===== config.mk =====
export PLATFORM = sky130hd
export DESIGN_NAME = perm_keysched
export DESIGN_NICKNAME = d
export VERILOG_FILES = /design/src/rtl/perm_pkg.sv /design/src/rtl/ks_ctrl.sv /design/src/rtl/ks_keysel.sv /design/src/rtl/ks_datapath.sv /design/src/rtl/perm_keysched.sv
export SDC_FILE = /design/constraint.sdc
export NUM_CORES = 1
export LEC_CHECK = 0
export ABC_AREA = 1
export ABC_CLOCK_PERIOD_IN_PS = 2910
export CAP_MARGIN = 20
export CORE_AREA = 3 3 73 75
export CTS_CLUSTER_SIZE = 10
export DETAILED_ROUTE_END_ITERATION = 6
export DIE_AREA = 0 0 76 78
export PLACE_DENSITY = 0.81
export RECOVER_POWER = 25
export SYNTH_ARGS = -nofsm -noshare
export SYNTH_HDL_FRONTEND = slang
export SYNTH_SLANG_ARGS = --single-unit

===== constraint.sdc =====
create_clock -name clk -period 2.91 [get_ports clk]
set_input_delay 0.291 -clock clk [delete_from_list [all_inputs] [get_ports clk]]
set_output_delay 0.291 -clock clk [all_outputs]
set_load 0.1 [all_outputs]

===== src/rtl/perm_pkg.sv =====
package perm_pkg;
    typedef enum logic [2:0] {
        ST_IDLE,
        ST_FILL,
        ST_RD_I,
        ST_RD_J,
        ST_WR_I,
        ST_WR_J,
        ST_DONE
    } ks_state_e;
endpackage


===== src/rtl/ks_ctrl.sv =====
module ks_ctrl
    import perm_pkg::*;
(
    input  logic      clk,
    input  logic      rst_n,
    input  logic      start,
    input  logic      idx_last,
    output ks_state_e state,
    output logic      finish
);
    ks_state_e state_nx;

    always_ff @(posedge clk) begin
        if (!rst_n) state <= ST_IDLE;
        else        state <= state_nx;
    end

    always_comb begin
        state_nx = state;
        unique case (state)
            ST_IDLE: if (start) state_nx = ST_FILL;
            ST_FILL: if (idx_last) state_nx = ST_RD_I;
            ST_RD_I: state_nx = ST_RD_J;
            ST_RD_J: state_nx = ST_WR_I;
            ST_WR_I: state_nx = ST_WR_J;
            ST_WR_J: state_nx = idx_last ? ST_DONE : ST_RD_I;
            ST_DONE: state_nx = ST_IDLE;
            default: state_nx = ST_IDLE;
        endcase
    end

    always_comb begin
        finish = (state == ST_DONE);
    end


    finish_pulse_chk: assert property (@(posedge clk) disable iff (!rst_n)
        finish |=> !finish);


    no_restart_chk: assert property (@(posedge clk) disable iff (!rst_n)
        (state == ST_WR_J || state == ST_DONE || state == ST_RD_I) |=> state != ST_FILL);
endmodule


===== src/rtl/ks_keysel.sv =====
module ks_keysel #(
    parameter int BYTE_W    = 8,
    parameter int KEY_BYTES = 3
) (
    input  logic                        clk,
    input  logic                        rst_n,
    input  logic                        clr,
    input  logic                        step,
    input  logic [KEY_BYTES*BYTE_W-1:0] key,
    output logic [BYTE_W-1:0]           kbyte
);
    localparam int SEL_W = (KEY_BYTES > 1) ? $clog2(KEY_BYTES) : 1;
    localparam logic [SEL_W-1:0] SEL_LAST = SEL_W'(KEY_BYTES - 1);

    logic [SEL_W-1:0]  sel;
    logic [BYTE_W-1:0] kb [KEY_BYTES];

    generate
        for (genvar g = 0; g < KEY_BYTES; g++) begin : g_byte
            assign kb[g] = key[(KEY_BYTES-1-g)*BYTE_W +: BYTE_W];
        end
    endgenerate

    always_ff @(posedge clk) begin
        if (!rst_n || clr)  sel <= '0;
        else if (step)      sel <= (sel == SEL_LAST) ? '0 : sel + 1'b1;
    end

    assign kbyte = kb[sel];


    sel_range_chk: assert property (@(posedge clk) disable iff (!rst_n)
        sel <= SEL_LAST);


    sel_wrap_chk: assert property (@(posedge clk) disable iff (!rst_n)
        (step && !clr && sel == SEL_LAST) |=> sel == '0);
endmodule


===== src/rtl/ks_datapath.sv =====
module ks_datapath
    import perm_pkg::*;
#(
    parameter int DATA_W = 8
) (
    input  logic              clk,
    input  logic              rst_n,
    input  ks_state_e         state,
    input  logic [DATA_W-1:0] mem_rdata,
    input  logic [DATA_W-1:0] kbyte,
    output logic [DATA_W-1:0] mem_addr,
    output logic [DATA_W-1:0] mem_wdata,
    output logic              mem_we,
    output logic              idx_last
);
    localparam logic [DATA_W-1:0] IDX_MAX = '1;

    logic [DATA_W-1:0] idx_i, idx_j, held_si, j_next;

    assign j_next   = idx_j + mem_rdata + kbyte;
    assign idx_last = (idx_i == IDX_MAX);

    always_ff @(posedge clk) begin
        if (!rst_n) begin
            idx_i   <= '0;
            idx_j   <= '0;
            held_si <= '0;
        end else begin
            unique case (state)
                ST_IDLE: begin
                    idx_i <= '0;
                    idx_j <= '0;
                end
                ST_FILL: begin
                    idx_i <= idx_i + 1'b1;
                    idx_j <= '0;
                end
                ST_RD_J: begin
                    held_si <= mem_rdata;
                    idx_j   <= j_next;
                end
                ST_WR_J: idx_i <= idx_i + 1'b1;
                default: ;
            endcase
        end
    end

    always_comb begin
        mem_addr  = idx_i;
        mem_wdata = '0;
        mem_we    = 1'b0;
        unique case (state)
            ST_FILL: begin
                mem_wdata = idx_i;
                mem_we    = 1'b1;
            end
            ST_RD_J: mem_addr = j_next;
            ST_WR_I: begin
                mem_wdata = mem_rdata;
                mem_we    = 1'b1;
            end
            ST_WR_J: begin
                mem_addr  = idx_j;
                mem_wdata = held_si;
                mem_we    = 1'b1;
            end
            default: ;
        endcase
    end


    fill_step_chk: assert property (@(posedge clk) disable iff (!rst_n)
        (state == ST_FILL && $past(state) == ST_FILL) |-> mem_addr == DATA_W'($past(mem_addr) + 1'b1));


    swap_addr_chk: assert property (@(posedge clk) disable iff (!rst_n)
        (state == ST_WR_J) |-> mem_addr == $past(mem_addr, 2));


    swap_data_chk: assert property (@(posedge clk) disable iff (!rst_n)
        (state == ST_WR_J) |-> mem_wdata == $past(mem_rdata, 2));


    same_idx_chk: assert property (@(posedge clk) disable iff (!rst_n)
        (state == ST_WR_J && mem_addr == $past(mem_addr, 3)) |-> mem_wdata == $past(mem_rdata));
endmodule


===== src/rtl/perm_keysched.sv =====
module perm_keysched
    import perm_pkg::*;
#(
    parameter int DATA_W    = 8,
    parameter int KEY_BYTES = 3
) (
    input  logic                        clk,
    input  logic                        rst_n,
    input  logic                        start,
    input  logic [KEY_BYTES*DATA_W-1:0] key,
    output logic                        finish,
    output logic [DATA_W-1:0]           mem_addr,
    output logic [DATA_W-1:0]           mem_wdata,
    output logic                        mem_we,
    input  logic [DATA_W-1:0]           mem_rdata
);
    ks_state_e         state;
    logic              idx_last;
    logic [DATA_W-1:0] kbyte;

    ks_ctrl u_ctrl (
        .clk      (clk),
        .rst_n    (rst_n),
        .start    (start),
        .idx_last (idx_last),
        .state    (state),
        .finish   (finish)
    );

    ks_keysel #(.BYTE_W(DATA_W), .KEY_BYTES(KEY_BYTES)) u_keysel (
        .clk   (clk),
        .rst_n (rst_n),
        .clr   (state == ST_FILL),
        .step  (state == ST_WR_J),
        .key   (key),
        .kbyte (kbyte)
    );

    ks_datapath #(.DATA_W(DATA_W)) u_dp (
        .clk       (clk),
        .rst_n     (rst_n),
        .state     (state),
        .mem_rdata (mem_rdata),
        .kbyte     (kbyte),
        .mem_addr  (mem_addr),
        .mem_wdata (mem_wdata),
        .mem_we    (mem_we),
        .idx_last  (idx_last)
    );


    idle_quiet_chk: assert property (@(posedge clk) disable iff (!rst_n)
        (state == ST_IDLE) |-> (!mem_we && !finish));
endmodule


# After elaboration in Yosys (flattened, before gate mapping)
# Index checks and enable logic that the tools add are counted.
[classes] add_sub_neg=4 n_lt_le_gt_ge=1 n_eq_ne=10 muxes=13 bitwise_logic=1 n_reduce_logical=9
[op_table] op="one-hot mux 8 bit (2 select lines)" count=3
[op_table] op="one-hot mux 8 bit (3 select lines)" count=1
[op_table] op="one-hot mux 3 bit (6 select lines)" count=1
[op_table] op="adder 8 bit" count=2
[op_table] op="binary-select mux 8 bit (select 2 bit)" count=1
[op_table] op="2-to-1 mux 8 bit" count=2
[op_table] op="equality test 3 bit, second input constant" count=3
[op_table] op="2-to-1 mux 3 bit" count=3
[op_table] op="adder 8 x 1 -> 8 bit, second input constant" count=1
[op_table] op="equality test 8 bit, second input constant" count=1
[op_table] op="equality test 3 x 2 -> 1 bit, second input constant" count=2
[op_table] op="!= test 2 bit, second input constant" count=2
[op_table] op="nonzero test 2 bit" count=2
[op_table] op="OR reduction 2 bit" count=2
[op_table] op="equality test 3 x 1 -> 1 bit, second input constant" count=1
[op_table] op=">= comparator 3 bit, second input constant" count=1
[op_table] op="zero test 3 bit" count=1
[op_table] op="NOT 2 -> 3 bit" count=1
[op_table] op="OR reduction 3 bit" count=1
[op_table] op="adder 2 x 1 -> 2 bit, second input constant" count=1
[op_table] op="equality test 2 bit, second input constant" count=1
[op_table] op="2-to-1 mux 2 bit" count=1
[op_table] op="AND reduction 2 bit" count=1
[op_table] op="zero test 1 bit" count=1
[op_table] op="other kinds (2)" count=2
[word_totals] reg_bits=29 input_bits=35 out_inout_bits=18 word_cells=43

# Longest topological paths before layout
[depth] depth_word=6 ltp_mapped=16

# Hierarchy
# A second synthesis with hierarchy kept.
[hier_totals] cells_unflattened=338 hier_area_um2=2214.6
[by_module_without_submodules] mod="ks_datapath" instances=1 cells_each=254 area_each_um2=1734.2 seq_area_each_um2=480.5
[by_module_without_submodules] mod="ks_keysel" instances=1 cells_each=50 area_each_um2=285.3 seq_area_each_um2=40.0
[by_module_without_submodules] mod="ks_ctrl" instances=1 cells_each=29 area_each_um2=176.4 seq_area_each_um2=60.1
[by_module_without_submodules] mod="perm_keysched" instances=1 cells_each=5 area_each_um2=18.8 seq_area_each_um2=0.0

# Least setup slack after synthesis
# OpenSTA, ideal clock, no wires.
[synth_path] path_type="flip-flop to output port" from="register u_keysel.sel[0]" to="output mem_addr[5]" arrival_time_ns=3.428 required_ns=2.619 slack_ns=-0.809 path_stages_with_launch=15 n_path_buf=0 path_cell_list="dfxtp_1 -> inv_1 -> nor2_1 -> a22o_1 -> a21oi_1 -> fa_1 -> inv_1 -> ha_1 -> inv_1 -> fa_1 -> inv_1 -> a21oi_1 -> xor2_1 -> or2_2 -> o211ai_1"
[synth_between] elab_chain_len=6
[synth_lines] element="from (decl)" line_no="ks_keysel.sv:15" source="logic [SEL_W-1:0] sel;"
[synth_lines] element="from (signal assigned)" line_no="ks_keysel.sv:26" source="else if (step) sel <= (sel == SEL_LAST) ? '0 : sel + 1'b1;"
[synth_lines] element="NOT 2 -> 3 bit (implied by the code)" line_no="ks_keysel.sv:29" source="assign kbyte = kb[sel];"
[synth_lines] element="binary-select mux 8 bit (select 2 bit)" line_no="ks_keysel.sv:29"
[synth_lines] element="2-to-1 mux 8 bit (implied by the code) (2 in a row)" line_no="ks_keysel.sv:29"
[synth_lines] element="adder 8 bit" line_no="ks_datapath.sv:20" source="assign j_next = idx_j + mem_rdata + kbyte;"
[synth_lines] element="one-hot mux 8 bit (2 select lines)" line_no="ks_datapath.sv:52" source="unique case (state)"
[synth_lines] element="to (decl)" line_no="perm_keysched.sv:12" source="output logic [DATA_W-1:0] mem_addr,"
# No other way between the ends. The select of a mux whose other input is x is not followed.

# Final worst setup path
[layout_path] from="register u_keysel.sel[1]" to="output mem_addr[5]"
# The elaborated chain is that of the path after synthesis.

==> results_dict.tcl <==
set metrics [dict create \
    n_fill_cell 357 \
    r2r-end "u_dp.idx_j[6]" \
    synth_xor_area_frac 0.00840 \
    synth_flop_cell "dfxtp_1" \
    cts_root_buffer "clkbuf_8" \
    syn_nets 360 \
    place.gp.congestion 0.892 \
    die_area_sq_um 5930 \
    tritoncts "yes" \
    drc 0 \
    hold-path-cell-count 2 \
    routed_wl_um 7560 \
    grt_max_degree 18 \
    cts_hold_buffers 0 \
    clk_pin_slew_ps 70 \
    clock_sinks 29 \
    yosys.cell_types.count 32 \
    route.antenna.remaining_nets 0 \
    drtIter0Drc 258 \
    firstDrtPassIters 5 \
    dieHeight_um 78 \
    vias_per_cell 5.52 \
    grt_overflow 0 \
    end_kind "output port" \
    status "finished, violations left" \
    dr_total_vias 2567 \
    p_per_area_nw_per_um2 390 \
    yosys.area.top_type "dfxtp_1" \
    row_count 25 \
    drive_above_1_share 0.249 \
    rsz0062_at_grt "yes" \
    r2r_cells 20 \
    path_max_fanout 3 \
    failed_checks "negative setup slack" \
    yosysSeqAreaShare 0.278 \
    die_w_um 76 \
    grt_pass1_wl_um 12200 \
    setup_slack_ps -496 \
    synth.avg_cell_area_sq_um 6.73 \
    power.total_w 0.00125 \
    htree_levels 2 \
    path_class "flop to output port" \
    dpl-instance-area_sq_um 2910 \
    syn_inst 310 \
    dp_hpwl_um 5180 \
    yosysWarnings 0 \
    synthAdderAreaFrac 0.119 \
    maxSlewHeadroom 0.537 \
    max_freq_ghz 0.294 \
    final_area_sq_um 3210 \
    cts_buffer_depth 2 \
    synth_top_family_by_area "simple AND/OR/NAND/NOR gates" \
    areaGrowthSynthToFinish_pct 53.7 \
    synthSimpleGateAreaFrac 0.328 \
    maxCapViolations 0 \
    synth_area_sq_um 2090 \
    final_cell_mix "92 x nand2_1, 38 x buf_4, 34 x clkdlybuf4s50_1" \
    fin_nets 447 \
    synth_edf_count 0 \
    slew_violations 0 \
    finClkSkew_ps 8.63 \
    holdPathEnd "u_dp.idx_j[1]" \
    worst_slew_pin_slew_ps 693 \
    antenna_found_initial 0 \
    coreArea_sq_um 4720 \
    num_io_pins 53 \
    synthDominantCellAreaShare 0.278 \
    setup_viol_count_final 8 \
    p_leak_nw 1.36 \
    grt_usage 0.254 \
    numPortBuffers 52 \
    min_period_over_period 1.17 \
    hold_path.class "flop to flop" \
    hold_viol 0 \
    synth_compound_area_frac 0.182 \
    peakVddDrop_mv 0.186 \
    insertion_delay_ps 290 \
    synth.area.top_cells "dfxtp_1 28%, nand2_1 17%, fa_1 7.7%" \
    critPathLaunchType "flop" \
    tns_ps -3320 \
    async_flop_share 0 \
    period_needed_ps 3410 \
    post-route-util 0.679 \
    cts-buffers-inserted 5 \
    r2r_setup_slack_ps -420 \
    grt_pass1_vias 2574 \
    synth-seq-cells 29 \
    crit_arrival_ps 3110 \
    initial_core_util 0.442 \
    cp.required_ps 2620 \
    r2r-start "u_keysel.sel[0]" \
    muxShareOfSynthArea 0 \
    antenna_cells 0 \
    final_common_cell "nand2_1" \
    route.detailed.wl_per_inst_um 16.2 \
    hold_start "u_dp.idx_j[1]" \
]
cells in the mapped netlist (2+ instances only):
master and instances:
nand2_1 93, clkbuf_1 2, nor2_4 5, o211ai_1 11, a221oi_1 2, nor2_1 28, nand3b_1 2, or2_2 2
a21oi_1 19, nand4_1 2, nand3_1 21, a22oi_1 3, fa_1 8, inv_2 6, o21ai_0 18, a211oi_1 4
inv_1 35, dfxtp_1 29, ha_1 7
area by class of cell:
cell class,count,area (sq um),share of cell area
flip-flops and latches,29,588,0.183
multi-input cells,236,1460,0.454
repair buffers,84,841,0.262
well taps,67,83.8,0.0261
clock buffers,8,80.1,0.0250
inverters,41,159,0.0496
registers in the layout, indices dropped and copies added (netlist names):
register / count
u_dp.idx_i: 8
u_ctrl.state: 3
u_dp.idx_j: 8
u_dp.held_si: 8
u_keysel.sel: 2
critical path, cell delays in order, from the launching register on:
cell and delay, ps:
dfxtp_4 370, inv_4 60, nor2_4 30, a22o_1 210, a21oi_2 140, fa_1 440, inv_1 70, ha_2 190
inv_2 50, fa_2 350, inv_2 80, a21oi_2 60, xor2_1 150, or2_4 240, o211ai_1 150, buf_12 220
through the flow:
step           hold WS [ps]  worst slack, ps  instances
4_1_cts                 467             -416        463
3_3_place_gp            453             -409        438
2_1_floorplan           429             -580        310
6_report                482             -496        465
5_1_grt                 510             -610        465
3_5_place_dp            457             -484        438
report_power, final:
group          internal (W)  total [W]  switching [W]
registers          0.000410   0.000425      0.0000151
logic              0.000194   0.000488       0.000294
clock network      0.000170   0.000339       0.000169
total              0.000774    0.00125       0.000479
routing by layer:
| metal | global-route usage | routed length (um) | vias up |
|---|---|---|---|
| li1 | - | - | 1190 |
| met1 | 0.269 | 2850 | 1176 |
| met2 | 0.467 | 3700 | 169 |
| met3 | 0.0742 | 735 | 32 |
| met4 | 0.116 | 267 | 0 |
| met5 | 0 | 0 | - |
kinds of logic (layout without fill, tap and decap cells):
logic type,Yosys count,count (layout)
fa+ha+maj,15,15
simple gates,157,157
flops,29,29
xor+xnor,2,2
buf+inv,45,133
compound gates,62,62
worst max-delay path by stage:
stage	slack (ps)	end	depth (start not counted)	start
floorplan	-580	mem_addr[5]	14	u_keysel.sel[0]
global placement	-410	mem_addr[5]	14	key[1]
detailed placement	-480	mem_addr[5]	14	key[1]
CTS	-420	mem_addr[5]	15	u_keysel.sel[1]
global route	-610	mem_addr[5]	15	u_keysel.sel[1]
finish	-500	mem_addr[5]	15	u_keysel.sel[1]
what timing repair did:
action / CTS / global route
buffers inserted: 17 / 2
pin swaps: 17 / 5
endpoints found under the setup margin: 6 / 9
gates resized for setup: 11 / 6
No activity file was read; power rests on OpenSTA's default activity.
